$ cat src/rtl/hdlc_tx_pkg.sv
package hdlc_tx_pkg;

    typedef enum logic [1:0] {
        ST_FLAG  = 2'd0,
        ST_DATA  = 2'd1,
        ST_FCS   = 2'd2,
        ST_ABORT = 2'd3
    } tx_state_e;

    localparam logic [7:0]  FLAG_PATTERN  = 8'h7E;
    localparam logic [15:0] FCS_POLY_REFL = 16'h8408;
    localparam logic [15:0] FCS_PRESET    = 16'hFFFF;

    // One bit of the reflected CRC shift, bit taken in line order.
    function automatic logic [15:0] fcs_bit_step(input logic [15:0] cur,
                                                 input logic        din,
                                                 input logic [15:0] poly);
        logic fb;
        fb = cur[0] ^ din;
        fcs_bit_step = (cur >> 1) ^ (fb ? poly : 16'h0000);
    endfunction

endpackage

$ cat src/rtl/hdlc_tx_crc16.sv
module hdlc_tx_crc16
    import hdlc_tx_pkg::*;
#(
    parameter logic [15:0] POLY   = FCS_POLY_REFL,
    parameter logic [15:0] PRESET = FCS_PRESET
) (
    input  logic        clk,
    input  logic        rst_n,
    input  logic        init,
    input  logic        adv,
    input  logic        din,
    output logic [15:0] crc
);

    logic [15:0] crc_d, crc_q;

    always_comb begin
        crc_d = crc_q;
        if (init) begin
            crc_d = PRESET;
        end else if (adv) begin
            crc_d = fcs_bit_step(crc_q, din, POLY);
        end
    end

    always_ff @(posedge clk) begin
        if (!rst_n) begin
            crc_q <= PRESET;
        end else begin
            crc_q <= crc_d;
        end
    end

    assign crc = crc_q;

endmodule

$ cat src/rtl/hdlc_tx_onesrun.sv
module hdlc_tx_onesrun #(
    parameter  int RUN_LIMIT = 5,
    localparam int RW        = $clog2(RUN_LIMIT + 1)
) (
    input  logic clk,
    input  logic rst_n,
    input  logic clr,
    input  logic adv,
    input  logic din,
    output logic stuff_due
);

    localparam logic [RW-1:0] LIMIT = RW'(RUN_LIMIT);

    logic [RW-1:0] cnt_d, cnt_q;

    always_comb begin
        cnt_d = cnt_q;
        if (clr) begin
            cnt_d = '0;
        end else if (adv) begin
            cnt_d = din ? cnt_q + 1'b1 : '0;
        end
    end

    always_ff @(posedge clk) begin
        if (!rst_n) begin
            cnt_q <= '0;
        end else begin
            cnt_q <= cnt_d;
        end
    end

    assign stuff_due = (cnt_q == LIMIT);

endmodule

$ cat src/rtl/hdlc_bitsync_tx.sv
module hdlc_bitsync_tx
    import hdlc_tx_pkg::*;
#(
    parameter int ABORT_HDLC_LEN = 7,
    parameter int ABORT_PPP_LEN  = 15,
    parameter int STUFF_RUN      = 5
) (
    input  logic       clk,
    input  logic       rst_n,
    input  logic       bit_en,
    input  logic       ppp_mode,
    input  logic       abort_req,
    input  logic       in_valid,
    input  logic [7:0] in_data,
    input  logic       in_last,
    output logic       in_ready,
    output logic       tx_bit
);

    localparam int BYTE_W   = 8;
    localparam int FCS_W    = 16;
    localparam int IW       = $clog2(FCS_W);
    localparam int ALEN_MAX = (ABORT_PPP_LEN > ABORT_HDLC_LEN) ? ABORT_PPP_LEN : ABORT_HDLC_LEN;
    localparam int AW       = $clog2(ALEN_MAX + 1);

    localparam logic [AW-1:0] LIM_HDLC  = AW'(ABORT_HDLC_LEN);
    localparam logic [AW-1:0] LIM_PPP   = AW'(ABORT_PPP_LEN);
    localparam logic [IW-1:0] IDX_BYTE  = IW'(BYTE_W - 1);
    localparam logic [IW-1:0] IDX_FCS   = IW'(FCS_W - 1);

    typedef struct packed {
        tx_state_e         st;
        logic [IW-1:0]     idx;
        logic [BYTE_W-1:0] sh;
        logic              last;
        logic              drain;
        logic [AW-1:0]     acnt;
        logic [AW-1:0]     alim;
        logic              txb;
    } regs_t;

    regs_t q, d;

    logic        crc_init, crc_adv;
    logic        run_clr, run_adv;
    logic        stuff_due;
    logic [15:0] crc_val;
    logic        bitv;
    logic        last_now;
    logic        go_abort;
    logic        drain_on_abort;

    hdlc_tx_crc16 u_crc (
        .clk   (clk),
        .rst_n (rst_n),
        .init  (crc_init),
        .adv   (crc_adv),
        .din   (bitv),
        .crc   (crc_val)
    );

    hdlc_tx_onesrun #(.RUN_LIMIT(STUFF_RUN)) u_run (
        .clk       (clk),
        .rst_n     (rst_n),
        .clr       (run_clr),
        .adv       (run_adv),
        .din       (bitv),
        .stuff_due (stuff_due)
    );

    always_comb begin
        d              = q;
        in_ready       = 1'b0;
        crc_init       = 1'b0;
        crc_adv        = 1'b0;
        run_clr        = 1'b0;
        run_adv        = 1'b0;
        bitv           = q.txb;
        last_now       = q.last;
        go_abort       = 1'b0;
        drain_on_abort = 1'b0;

        // Leftover bytes of an aborted frame are swallowed at full rate.
        if (q.drain) begin
            in_ready = 1'b1;
            if (in_valid && in_last) begin
                d.drain = 1'b0;
            end
        end

        if (bit_en) begin
            unique case (q.st)
                ST_FLAG: begin
                    if (q.idx == '0 && stuff_due) begin
                        // Trailing stuff bit owed by the check sequence.
                        bitv    = 1'b0;
                        run_clr = 1'b1;
                    end else begin
                        bitv    = FLAG_PATTERN[q.idx[2:0]];
                        run_clr = 1'b1;
                        if (q.idx == IDX_BYTE) begin
                            d.idx = '0;
                            if (in_valid && !q.drain) begin
                                d.st     = ST_DATA;
                                crc_init = 1'b1;
                            end
                        end else begin
                            d.idx = q.idx + 1'b1;
                        end
                    end
                end
                ST_DATA, ST_FCS: begin
                    if (abort_req) begin
                        go_abort       = 1'b1;
                        drain_on_abort = (q.st == ST_DATA) && !((q.idx != '0) && q.last);
                    end else if (stuff_due) begin
                        bitv    = 1'b0;
                        run_clr = 1'b1;
                    end else if (q.st == ST_DATA) begin
                        if (q.idx == '0 && !in_valid) begin
                            go_abort       = 1'b1;
                            drain_on_abort = 1'b1;
                        end else begin
                            if (q.idx == '0) begin
                                in_ready = 1'b1;
                                d.sh     = in_data;
                                d.last   = in_last;
                                last_now = in_last;
                                bitv     = in_data[0];
                            end else begin
                                bitv = q.sh[q.idx[2:0]];
                            end
                            crc_adv = 1'b1;
                            run_adv = 1'b1;
                            if (q.idx == IDX_BYTE) begin
                                d.idx = '0;
                                if (last_now) begin
                                    d.st = ST_FCS;
                                end
                            end else begin
                                d.idx = q.idx + 1'b1;
                            end
                        end
                    end else begin
                        bitv    = ~crc_val[q.idx];
                        run_adv = 1'b1;
                        if (q.idx == IDX_FCS) begin
                            d.st  = ST_FLAG;
                            d.idx = '0;
                        end else begin
                            d.idx = q.idx + 1'b1;
                        end
                    end
                end
                default: begin
                    bitv    = 1'b1;
                    run_clr = 1'b1;
                    if (q.acnt + 1'b1 == q.alim) begin
                        d.st  = ST_FLAG;
                        d.idx = '0;
                    end else begin
                        d.acnt = q.acnt + 1'b1;
                    end
                end
            endcase

            if (go_abort) begin
                bitv    = 1'b1;
                run_clr = 1'b1;
                d.st    = ST_ABORT;
                d.idx   = '0;
                d.acnt  = AW'(1);
                d.alim  = ppp_mode ? LIM_PPP : LIM_HDLC;
                d.drain = drain_on_abort;
            end

            d.txb = bitv;
        end
    end

    always_ff @(posedge clk) begin
        if (!rst_n) begin
            q.st    <= ST_FLAG;
            q.idx   <= '0;
            q.sh    <= '0;
            q.last  <= 1'b0;
            q.drain <= 1'b0;
            q.acnt  <= '0;
            q.alim  <= LIM_HDLC;
            q.txb   <= 1'b1;
        end else begin
            q <= d;
        end
    end

    assign tx_bit = q.txb;

    // State views for the bound checker.
    logic chk_abort, chk_data, chk_drain;
    assign chk_abort = (q.st == ST_ABORT);
    assign chk_data  = (q.st == ST_DATA);
    assign chk_drain = q.drain;

endmodule

$ cat config.mk
export PLATFORM = sky130hd
export DESIGN_NAME = hdlc_bitsync_tx
export DESIGN_NICKNAME = d
export VERILOG_FILES = /design/src/rtl/hdlc_tx_pkg.sv /design/src/rtl/hdlc_tx_crc16.sv /design/src/rtl/hdlc_tx_onesrun.sv /design/src/rtl/hdlc_bitsync_tx.sv
export SDC_FILE = /design/constraint.sdc
export NUM_CORES = 1
export LEC_CHECK = 0
export ABC_AREA = 1
export BUFFER_PORTS_ARGS = -buffer_cell sky130_fd_sc_hd__buf_2
export CAP_MARGIN = 20
export CORE_ASPECT_RATIO = 2
export CORE_UTILIZATION = 35
export CTS_BUF_LIST = sky130_fd_sc_hd__clkbuf_2 sky130_fd_sc_hd__clkbuf_4 sky130_fd_sc_hd__clkbuf_8
export CTS_CLUSTER_SIZE = 30
export DETAILED_ROUTE_END_ITERATION = 6
export PLACE_DENSITY = 0.59
export SYNTH_ARGS = -nofsm -noshare
export SYNTH_HDL_FRONTEND = slang
export SYNTH_SLANG_ARGS = --single-unit
export TNS_END_PERCENT = 1
$ cat constraint.sdc
create_clock -name clk -period 2.4 [get_ports clk]
set_clock_uncertainty 0.2 [all_clocks]
set_input_delay 0.24 -clock clk [delete_from_list [all_inputs] [get_ports clk]]
set_output_delay 0.24 -clock clk [all_outputs]
set_load 0.005 [all_outputs]
==> impl_metrics.yaml <==
setup_path:
  crit_fanout: 10
  reg2reg_from: "q[24]"
  cp_slowest_cell: "dfxtp_1"
  worstPathCellList: "inv_1 > ha_1 > inv_2 > a21oi_4 > nand2_4 > inv_4 > nor2_2 > a21oi_2 > nand2_2 > inv_2 > o21ai_1 > nand2_1 > nand2_1 > nand2_1 > o21ai_1"
  reg2reg_depth: 15
  r2r_slack_ns: 0.11
  worst_ep_required_time_ns: 2.41
  worstSetupEndpointType: "flip-flop"
  cp-start-kind: "flip-flop"
  path_buf_inv: 4
  cp_data_arrival_time_ns: 2.30
  cp_top_family: "simple AND/OR/NAND/NOR gates"
  cpMostUsedCell: "nand2_1"
  worstSetupPathType: "flip-flop to flip-flop"
  cp_slowest_stage_delay_ns: 0.36
finish:
  layout_commonest_cell: "nand2_1"
  regArea_um2: 842
  diodes: 0
  multi_input_area_um2: 1290
  drive_gt1_frac: 0.154
  fill_cells: 717
  layout_common_cells: "nand2_1, inv_1, dfxtp_1"
  fin_area_um2: 2780
  final_core_util: 0.437
  syn2layout_area_growth_pct: 19.2
  nNetsFinal: 400
yosys:
  syn_area_per_cell_um2: 6.77
  syn_inst: 344
  yosysSeqAreaShare: 0.361
  synthMuxAreaShare: 0
  synth_top_cell_by_area: "dfxtp_1"
  synth_top_family_by_area: "simple AND/OR/NAND/NOR gates"
  synth_nets: 368
  synthSimpleGateAreaFrac: 0.302
  synth_cell_types: 35
  synthTopCellsByArea: "dfxtp_1, nand2_1, nand3_1, inv_1, a21oi_1"
  synth_compound_area_frac: 0.167
  yosysWarnings: 0
  synth_fa_ha_area_frac: 0.0483
  synth.ff_latch_count: 42
  synth_top_cell_area_share: 0.361
  yosys.area_share.xor_xnor: 0.0188
  synth_area_um2: 2330
sta:
  worst_pin_slew_ns: 0.408
  fin_crit_sh: 0.955
  setup_viol_count_final: 0
  hold_viol_final: 0
  slew_headroom: 0.728
  fin_ws_ns: 0.107
  fmax_mhz: 436
  grt_setup_unrepaired: "true"
  maxSlewViolCount: 0
  hold_ws_ns: 0.00935
  layout_min_cycle_time_ns: 2.29
detailed_routing:
  drc_errors: 0
  vias: 2302
  routed_via_density: 4.97
  ant_nets: 0
  wire_per_inst_um: 13.2
  drt_iter0_drc: 67
  drt_wl_total_um: 6110
  dr.pass1.iters: 6
status:
  status: "complete, no violations"
cts:
  cts_buffer_depth: 2
  cts_root_buf: "clkbuf_8"
  h-tree-depth: 2
  clock_sinks: 42
  numCtsBuffers: 5
  clk_pin_slew_worst_paths_ns: 0.08
  cts_tree: "done"
  clkLatencyLatePin_ns: 0.31
power_and_ir_drop:
  powerDensity_nw_per_um2: 732
  ir_drop_mv: 0.496
  leakage_nw: 1.32
placement:
  gp_congestion: 0.945
  place_area_um2: 2540
  pre_cts_ws_ns: -0.000543
  io_buffers: 16
  dpl.hpwl_um: 4580
global_route:
  met3_usage: 0.0364
  top_usage_layer: "met2"
  grt_pass1_wl_um: 10200
  grtUsageTotal: 0.192
  gr-total-overflow: 0
  use_met2: 0.369
  grt_pass1_vias: 2322
  antenna_found_initial: 0
  grt_use_met1: 0.176
  grt_max_degree: 19
floorplanning:
  core-area_um2: 6360
  ios: 17
  fp.dieArea_um2: 7010
  chipHeight_um: 117
  initial_utilization: 0.366
  rows: 41
  die_x_um: 59.7
job:
  max_cap_violations: 0
hold_path:
  min_to: "q[11]"
  hold_path_class: "input pin to flip-flop"
  hp-start: "in_data[0]"
  hold-path-cell-count: 3
worst min-delay path, stage by stage:
cell and delay, ns:
buf_2 0.07, inv_1 0.05, a21oi_1 0.12
logic make-up (layout without fill, tap and decap cells):
family | Yosys count | in the layout
compound gates | 70 | 70
xor+xnor | 5 | 5
fa+ha+maj | 9 | 9
buf+inv | 59 | 92
flops | 42 | 42
simple gates | 159 | 159
cell usage after synthesis:
cell type  count
nand2_1       75
inv_1         44
dfxtp_1       42
nand3_1       35
nor2_1        32
a21oi_1       26
o21ai_0       25
o211ai_1      10
ha_1           9
buf_2          6
xor2_1         4
a31oi_1        3
inv_2          3
nor2_2         3
nor3_1         3
clkbuf_1       2
nand2_2        2
nand4_1        2
o21ai_1        2
a211oi_1       1
a21oi_2        1
buf_1          1
buf_6          1
clkinv_1       1
inv_4          1
nand2_4        1
nand3_4        1
nor2_4         1
nor3_2         1
nor4_1         1
o22ai_1        1
o31ai_1        1
or2_1          1
or2_2          1
xnor2_1        1
worst max-delay path by stage:
stage / from / endpoint / slack, ns / cells after the start
2_1_floorplan: q[19] / flip-flop / 0.09 / 18
3_3_place_gp: q[23] / flip-flop / 0.04 / 15
3_5_place_dp: q[23] / flip-flop / -0.0005 / 15
4_1_cts: q[24] / in_ready / -0.05 / 8
5_1_grt: q[24] / in_ready / -0.04 / 8
6_report: q[24] / flip-flop / 0.11 / 15
area by class of cell:
class | count | area share
sequential | 42 | 0.303
inverter | 49 | 0.0671
tap | 86 | 0.0387
timing repair buffer | 35 | 0.0865
multi-input combinational | 243 | 0.465
clock buffer | 8 | 0.0396
what timing repair did:
item | in CTS | in global routing
setup buffers | 1 | 1
hold buffers | 7 | 0
endpoints found under the hold margin | 7 | 0
pin swaps | 1 | 3
resized for setup | 3 | 8
setup endpoints to repair | 2 | 15
report_power, final:
part	switching, mW	internal (mW)	leakage, nW
Sequential	0.0341	0.746	0.342
Clock	0.259	0.291	0.0575
Combinational	0.455	0.250	0.919
through the flow:
stage	TNS (ns)	std cells	power (mW)
6_report	0	463	2.03
5_1_grt	-0.115	463	2.17
4_1_cts	-0.0457	462	2.03
3_5_place_dp	-0.000543	446	1.45
3_3_place_gp	0	446	1.44
2_1_floorplan	0	344	1.28
flip-flops by register name (all words and copies together) (netlist names), named ones only:
name,cells
tx_bit,1
q,20
chk_drain,1
u_crc.crc,16
u_run.cnt_q,3
metal layers:
| layer | share of wire | wire length (um) |
|---|---|---|
| met3 | 0.024 | 146 |
| met2 | 0.57 | 3460 |
| met5 | 0 | 0 |
| met4 | 0.039 | 238 |
| met1 | 0.37 | 2260 |
No activity file was read; power rests on OpenSTA's default activity.
